$ cat src/rtl/irq_priv_ctrl.sv
module irq_priv_ctrl #(
  parameter int NDEV = 4,
  parameter int AW   = 32,
  parameter int TW   = 16,
  localparam int NVEC = NDEV + 2,
  localparam int IW   = $clog2(NVEC)
) (
  input  logic            clk,
  input  logic            rst_n,
  input  logic [AW-1:0]   cur_pc,
  input  logic [NDEV-1:0] dev_irq,
  input  logic            swi_req,
  input  logic            ret_req,
  input  logic            drop_req,
  input  logic            priv_op,
  input  logic            cfg_we,
  input  logic [1:0]      cfg_sel,
  input  logic [IW-1:0]   cfg_idx,
  input  logic [AW-1:0]   cfg_data,
  output logic            redirect,
  output logic [AW-1:0]   redirect_pc,
  output logic [IW-1:0]   cause,
  output logic [AW-1:0]   epc,
  output logic            sup_mode,
  output logic            irq_on,
  output logic            priv_fault
);

  logic [AW-1:0] vec [NVEC];
  logic [TW-1:0] tcnt;
  logic          tarm, tpend, spend, pmode;
  logic [NVEC-1:0] req;
  logic [IW-1:0] pick;
  logic          found, accept, sup_wr;

  assign req    = {dev_irq, spend, tpend};
  assign accept = (|req) && (irq_on || !sup_mode);
  assign sup_wr = cfg_we && sup_mode;

  always_comb begin
    pick  = '0;
    found = 1'b0;
    for (int i = 0; i < NVEC; i++)
      if (req[i] && !found) begin
        pick  = IW'(i);
        found = 1'b1;
      end
  end

  always_ff @(posedge clk) begin
    if (!rst_n) begin
      for (int i = 0; i < NVEC; i++) vec[i] <= '0;
      tcnt <= '0; tarm <= 1'b0; tpend <= 1'b0; spend <= 1'b0;
      pmode <= 1'b1; sup_mode <= 1'b1; irq_on <= 1'b0;
      redirect <= 1'b0; redirect_pc <= '0; cause <= '0; epc <= '0;
      priv_fault <= 1'b0;
    end else begin
      redirect   <= 1'b0;
      priv_fault <= !sup_mode && (cfg_we || priv_op || ret_req);

      if (sup_wr && cfg_sel == 2'd0 && int'(cfg_idx) < NVEC) vec[cfg_idx] <= cfg_data;
      if (sup_wr && cfg_sel == 2'd2) irq_on <= cfg_data[0];

      if (accept) begin
        redirect    <= 1'b1;
        redirect_pc <= vec[pick];
        cause       <= pick;
        epc         <= cur_pc;
        pmode       <= sup_mode;
        sup_mode    <= 1'b1;
        irq_on      <= 1'b0;
        if (pick == IW'(0)) tpend <= 1'b0;
        if (pick == IW'(1)) spend <= 1'b0;
      end else if (ret_req && sup_mode) begin
        redirect    <= 1'b1;
        redirect_pc <= epc;
        sup_mode    <= pmode;
        irq_on      <= 1'b1;
      end else if (drop_req && sup_mode) begin
        sup_mode <= 1'b0;
      end

      if (sup_wr && cfg_sel == 2'd1) begin
        tcnt <= cfg_data[TW-1:0];
        tarm <= |cfg_data[TW-1:0];
      end else if (tarm) begin
        tcnt <= tcnt - 1'b1;
        if (tcnt == TW'(1)) begin
          tarm  <= 1'b0;
          tpend <= 1'b1;
        end
      end

      if (swi_req) spend <= 1'b1;
    end
  end

endmodule


$ cat config.mk
export PLATFORM = sky130hd
export DESIGN_NAME = irq_priv_ctrl
export DESIGN_NICKNAME = d
export VERILOG_FILES = /design/src/rtl/irq_priv_ctrl.sv
export SDC_FILE = /design/constraint.sdc
export NUM_CORES = 1
export LEC_CHECK = 0
export ABC_AREA = 1
export BUFFER_PORTS_ARGS = -buffer_cell sky130_fd_sc_hd__buf_2
export CAP_MARGIN = 25
export CORE_ASPECT_RATIO = 1.5
export CORE_UTILIZATION = 30
export CTS_CLUSTER_SIZE = 24
export DETAILED_ROUTE_END_ITERATION = 7
export SYNTH_ARGS = -nofsm -noshare
export SYNTH_HDL_FRONTEND = slang
export SYNTH_SLANG_ARGS = --single-unit
$ cat constraint.sdc
create_clock -name clk -period 7 [get_ports clk]
set_input_delay 0 -clock clk [delete_from_list [all_inputs] [get_ports clk]]
set_output_delay 0 -clock clk [all_outputs]
set_load 0.02 [all_outputs]
---- Word-level counts from Yosys, hierarchy flattened ----
Memory sizes are Yosys's and may differ from the RTL's.
Index checks and enable logic that the tools add are counted.
cells by class
  $add $sub $neg .......................... 1
  order comparisons ....................... 1
  eq/ne operators ......................... 4
  muxes and demuxes ....................... 38
  bitwise operators ....................... 1
  reductions and logical operators ........ 36
operators by type and width
  kind                                                                  number
  32-bit 2-to-1 mux                                                     3
  16-bit 2-to-1 mux                                                     2
  32-bit OR reduction                                                   1
  1-bit 2-to-1 mux                                                      28
  16-bit by 1-bit == test with 1-bit output, second input constant      1
  16-bit OR reduction                                                   1
  16-bit by 1-bit subtractor with 16-bit output, second input constant  1
  3-bit 2-to-1 mux                                                      5
  1-bit logical AND                                                     14
  2-bit nonzero test                                                    6
  1-bit zero test                                                       6
  6-bit OR reduction                                                    1
  3-bit by 1-bit == test with 1-bit output, second input constant       1
  3-bit zero test                                                       1
  1-bit logical OR                                                      3
  3-bit less-than comparator, second input constant                     1
  2-bit by 1-bit == test with 1-bit output, second input constant       1
  2-bit == test, second input constant                                  1
  2-bit zero test                                                       1
  2-bit AND reduction                                                   1
  2-bit OR reduction                                                    1
  1-bit inverter                                                        1
storage, ports and cells
  register bits after elaboration ......... 91
  RAM bits ................................ 192
  input port bits ......................... 80
  output and inout bits ................... 71
  logic and storage cells ................. 94
  memories ................................ 1
memories
  memory  depth  bits a word  read ports  clocked after memory_dff  wr ports  line  RTL
  vec     6      32           1           0                         6         29    logic [AW-1:0] vec [NVEC];

---- Logic depth before layout (Yosys ltp) ----
  word-level depth ........................ 22
  mapped depth ............................ 14
  mapped depth without buffers ............ 12

---- Least setup slack after synthesis ----
OpenSTA, ideal clock, no wires.
  kind .................................... register to register
  start point ............................. reg sup_mode
  end point ............................... mem vec[4][0] (enable)
  library setup time ...................... 0.466 ns
  arrival time ............................ 3.088 ns
  required time ........................... 6.534 ns
  slack ................................... 3.447 ns
  stages on the path, launching flop included .. 5
  buffers on the path ..................... 0
  period minus slack after synthesis ...... 3.553 ns
  path through ............................ dfxtp_1 -> nand2_1 -> inv_2 -> nand3_2 -> o21ai_0
RTL lines
  item                    line  RTL
  start, declared         24    output logic sup_mode,
  start signal, assigned  77    sup_mode <= pmode;
  end, declared           29

==> out/qor.yml <==
outcome:
  outcome: "complete, but fails checks"
  violations: "design-rule violations, negative hold slack"
timing:
  actual_transition_at_the_worst_max_transition_pin_ns: 1.06
  fraction_of_the_cycle_the_final_worst_path_needs: 0.535
  maxClockFrequency_ghz: 0.267
  relSlewSlack: 0.297
  finalHoldViolations: 6
  slew_viol_final: 0
  min_period_ns: 3.75
  timing.setup.tns_ns: 0
  rsz_0062_raised_after_global_routing: "false"
  hold-worst-slack_ns: -0.0177
  finalSetupViolations: 0
  finClkSkew_ns: 0.0222
clocking:
  cts_tree: "yes"
  clkLatencyLatePin_ns: 0.54
  cts_setup_buffers: 0
  cts_hold_buf: 64
  cts-buffers-inserted: 37
  clk_path_buf_depth: 3
  cts-htree-levels: 2
  clockRootBuffer: "sky130_fd_sc_hd__clkbuf_16"
  numClockSinks: 347
  clkTransAtPathRegs_ns: 0.06
  cts-resized-gates: 0
logic_synthesis:
  synth.top_cells.by_count: "324 x sky130_fd_sc_hd__nand2_1, 313 x sky130_fd_sc_hd__inv_1, 264 x sky130_fd_sc_hd__nor2_1"
  synthesis.area_mm2: 0.0165
  yosysWarnings: 0
  synth.top_cell.area_share: 0.466
  yosys.area_share.simple: 0.273
  synth_mux_area_frac: 0
  yosys_register_bits: 347
  xor_xnor_cell_area_share_of_the_yosys_netlist: 0.00478
  synthAdderAreaFrac: 0.00152
  yosys.cell_count.top_type: "sky130_fd_sc_hd__nand2_1"
  combinational_family_with_the_most_area_after_synthesis: "simple AND/OR/NAND/NOR gates"
  post_synth_main_area_contributors: "sky130_fd_sc_hd__edfxtp_1 47%, sky130_fd_sc_hd__dfxtp_1 11%, sky130_fd_sc_hd__nand2_1 7.4%"
  synthDominantAreaCellType: "sky130_fd_sc_hd__edfxtp_1"
  complex_gate_fraction_of_the_synthesized_area: 0.0363
  top_ff_cell_synth: "sky130_fd_sc_hd__edfxtp_1"
  synth_async_sr_flop_share: 0
  instance_count_of_the_mapped_netlist: 1888
  synth-edff-count: 256
  avgSynthCellArea_um2: 8.74
  seq_area_frac_synth: 0.576
  synth_unique_cells: 35
global_route:
  globalRouteTotalUtil: 0.178
  grt_remaining_overflow: 0
  maximum_number_of_pins_on_one_net_before_global_route_repair: 85
  first_global_vias: 13700
  antenna_violations_before_repair: 0
  grt_first_pass_wirelength_um: 76800
placement:
  cell_area_after_placement_mm2: 0.0180
  place_hpwl_um: 32400
  port-buffer-count: 150
  placedCellCount: 2698
  placer_congestion: 0.816
routing:
  detailed_route_drc_error_count: 4
  first_pass_iters: 7
  drt-initial-drc-count: 926
  vias_per_cell: 4.84
  drt-wirelength-per-cell_um: 17.9
  ant_nets: 0
  finalWirelength_um: 50600
  vias: 13700
final_layout:
  final-instance-count-excl-fill: 2827
  inserted_diodes: 0
  syn2layout_area_growth_pct: 19.9
  post-route-cell-area_mm2: 0.0198
  num-nets-final: 2194
  post_route_cells_drive_above_1_share: 0.117
die:
  io_pins: 151
  die-height_um: 289
  std_cell_rows: 104
  coreArea_mm2: 0.0540
  initial_core_utilization: 0.305
  die_area_mm2: 0.0559
  die_x_um: 193
critical_path:
  critPathLaunchType: "flip-flop"
  critical_path_peak_fanout: 33
  timing.critical_path.to_type: "flip-flop"
  timing.setup.critical_path_class: "flip-flop to flip-flop"
  timing.critical_path.arrival_ns: 3.95
  critical_path_data_required_time_ns: 7.20
power:
  power_density_mw_per_mm2: 258
  vdd_drop_max_v: 0.000125
  total_leakage_power_uw: 0.00871
  fin_total_pwr_uw: 5100
job:
  cap_viol_max_count: 0
worst_hold_path:
  worst_hold_path_type: "input pin to flip-flop"
[where the power goes]
part / switching (uW) / internal [uW] / total (uW)
combinational: 601 / 265 / 866
clock: 796 / 1070 / 1860
sequential: 51.2 / 2320 / 2380
total: 1450 / 3660 / 5100
[cells by family after synthesis]
group,Yosys count
AO/OA/AOI/OAI,114
XOR/XNOR,9
adder cells (fa/ha/maj),2
buffers and inverters,438
flip-flops,347
other,1
AND/OR/NAND/NOR,977
[registers in the layout, indices dropped and copies added (netlist names), 3 cells and up]
register,count
cause,3
vec,256
epc,32
redirect_pc,32
tcnt,16
[area by class of cell]
| cell class | count | area [um^2] |
|---|---|---|
| Clock inverter | 16 | 126 |
| Timing Repair Buffer | 239 | 1580 |
| Tap cell | 689 | 862 |
| Multi-Input combinational cell | 1166 | 5510 |
| Inverter | 321 | 1210 |
| Clock buffer | 49 | 991 |
| Fill cell | 5430 | 34200 |
| Sequential cell | 347 | 9510 |
[final timing paths]
check / end / slack (ns) / cells past startpoint / from
max: vec[1][14] / 3.25 / 11 / sup_mode
max reg2reg: vec[1][14] / 3.25 / 11 / sup_mode
min: vec[4][16] / -0.02 / 3 / cfg_data[16]
min reg2reg: pmode / 0.48 / 2 / pmode
[cells in the final DEF, fill, tap and decap left out, types with 7 or more instances in the layout]
master                          synthesis  layout
sky130_fd_sc_hd__nand2_1              324     321
sky130_fd_sc_hd__inv_1                313     312
sky130_fd_sc_hd__nor2_1               264     262
sky130_fd_sc_hd__edfxtp_1             256     256
sky130_fd_sc_hd__nand3_1              213     213
sky130_fd_sc_hd__buf_2                 79     150
sky130_fd_sc_hd__dfxtp_1               91      91
sky130_fd_sc_hd__nand3b_1              86      86
sky130_fd_sc_hd__nand4_1               69      69
sky130_fd_sc_hd__dlygate4sd3_1          0      64
sky130_fd_sc_hd__conb_1                 1      64
sky130_fd_sc_hd__a21oi_1               46      46
sky130_fd_sc_hd__clkbuf_16              0      37
sky130_fd_sc_hd__o21ai_1               31      30
sky130_fd_sc_hd__buf_4                  1      25
sky130_fd_sc_hd__o21ai_0               19      18
sky130_fd_sc_hd__clkbuf_1              28      10
sky130_fd_sc_hd__a31oi_1                8       8
sky130_fd_sc_hd__inv_2                  7       8
sky130_fd_sc_hd__xor2_1                 7       7
sky130_fd_sc_hd__clkinv_1               0       7
[metrics by stage]
step | utilization | setup slack [ns]
detailed placement | 0.334 | 3.28
CTS | 0.366 | 3.25
finish | 0.366 | 3.25
floorplan | - | 3.45
global placement | 0.334 | 3.38
global route | 0.366 | 2.99
[worst max-delay path: stages, from the launching register on]
cell and delay [ns]:
sky130_fd_sc_hd__dfxtp_1 0.40, sky130_fd_sc_hd__nand2_1 0.11, sky130_fd_sc_hd__inv_2 0.08, sky130_fd_sc_hd__nand3_2 0.17, sky130_fd_sc_hd__nor2_4 0.58, sky130_fd_sc_hd__inv_2 0.26, sky130_fd_sc_hd__nor2_2 0.21, sky130_fd_sc_hd__nand2_1 0.09
sky130_fd_sc_hd__inv_2 0.08, sky130_fd_sc_hd__nand2_2 0.40, sky130_fd_sc_hd__nand2_1 0.63, sky130_fd_sc_hd__buf_4 0.38
[layer usage]
| layer | track usage | vias up | part of all wire |
|---|---|---|---|
| li1 | - | 6517 | - |
| met1 | 0.192 | 6578 | 0.36 |
| met2 | 0.331 | 457 | 0.53 |
| met3 | 0.0217 | 134 | 0.049 |
| met4 | 0.115 | 0 | 0.062 |
| met5 | 0 | - | 0 |
Note: power is estimated with default switching activity, not from simulation.
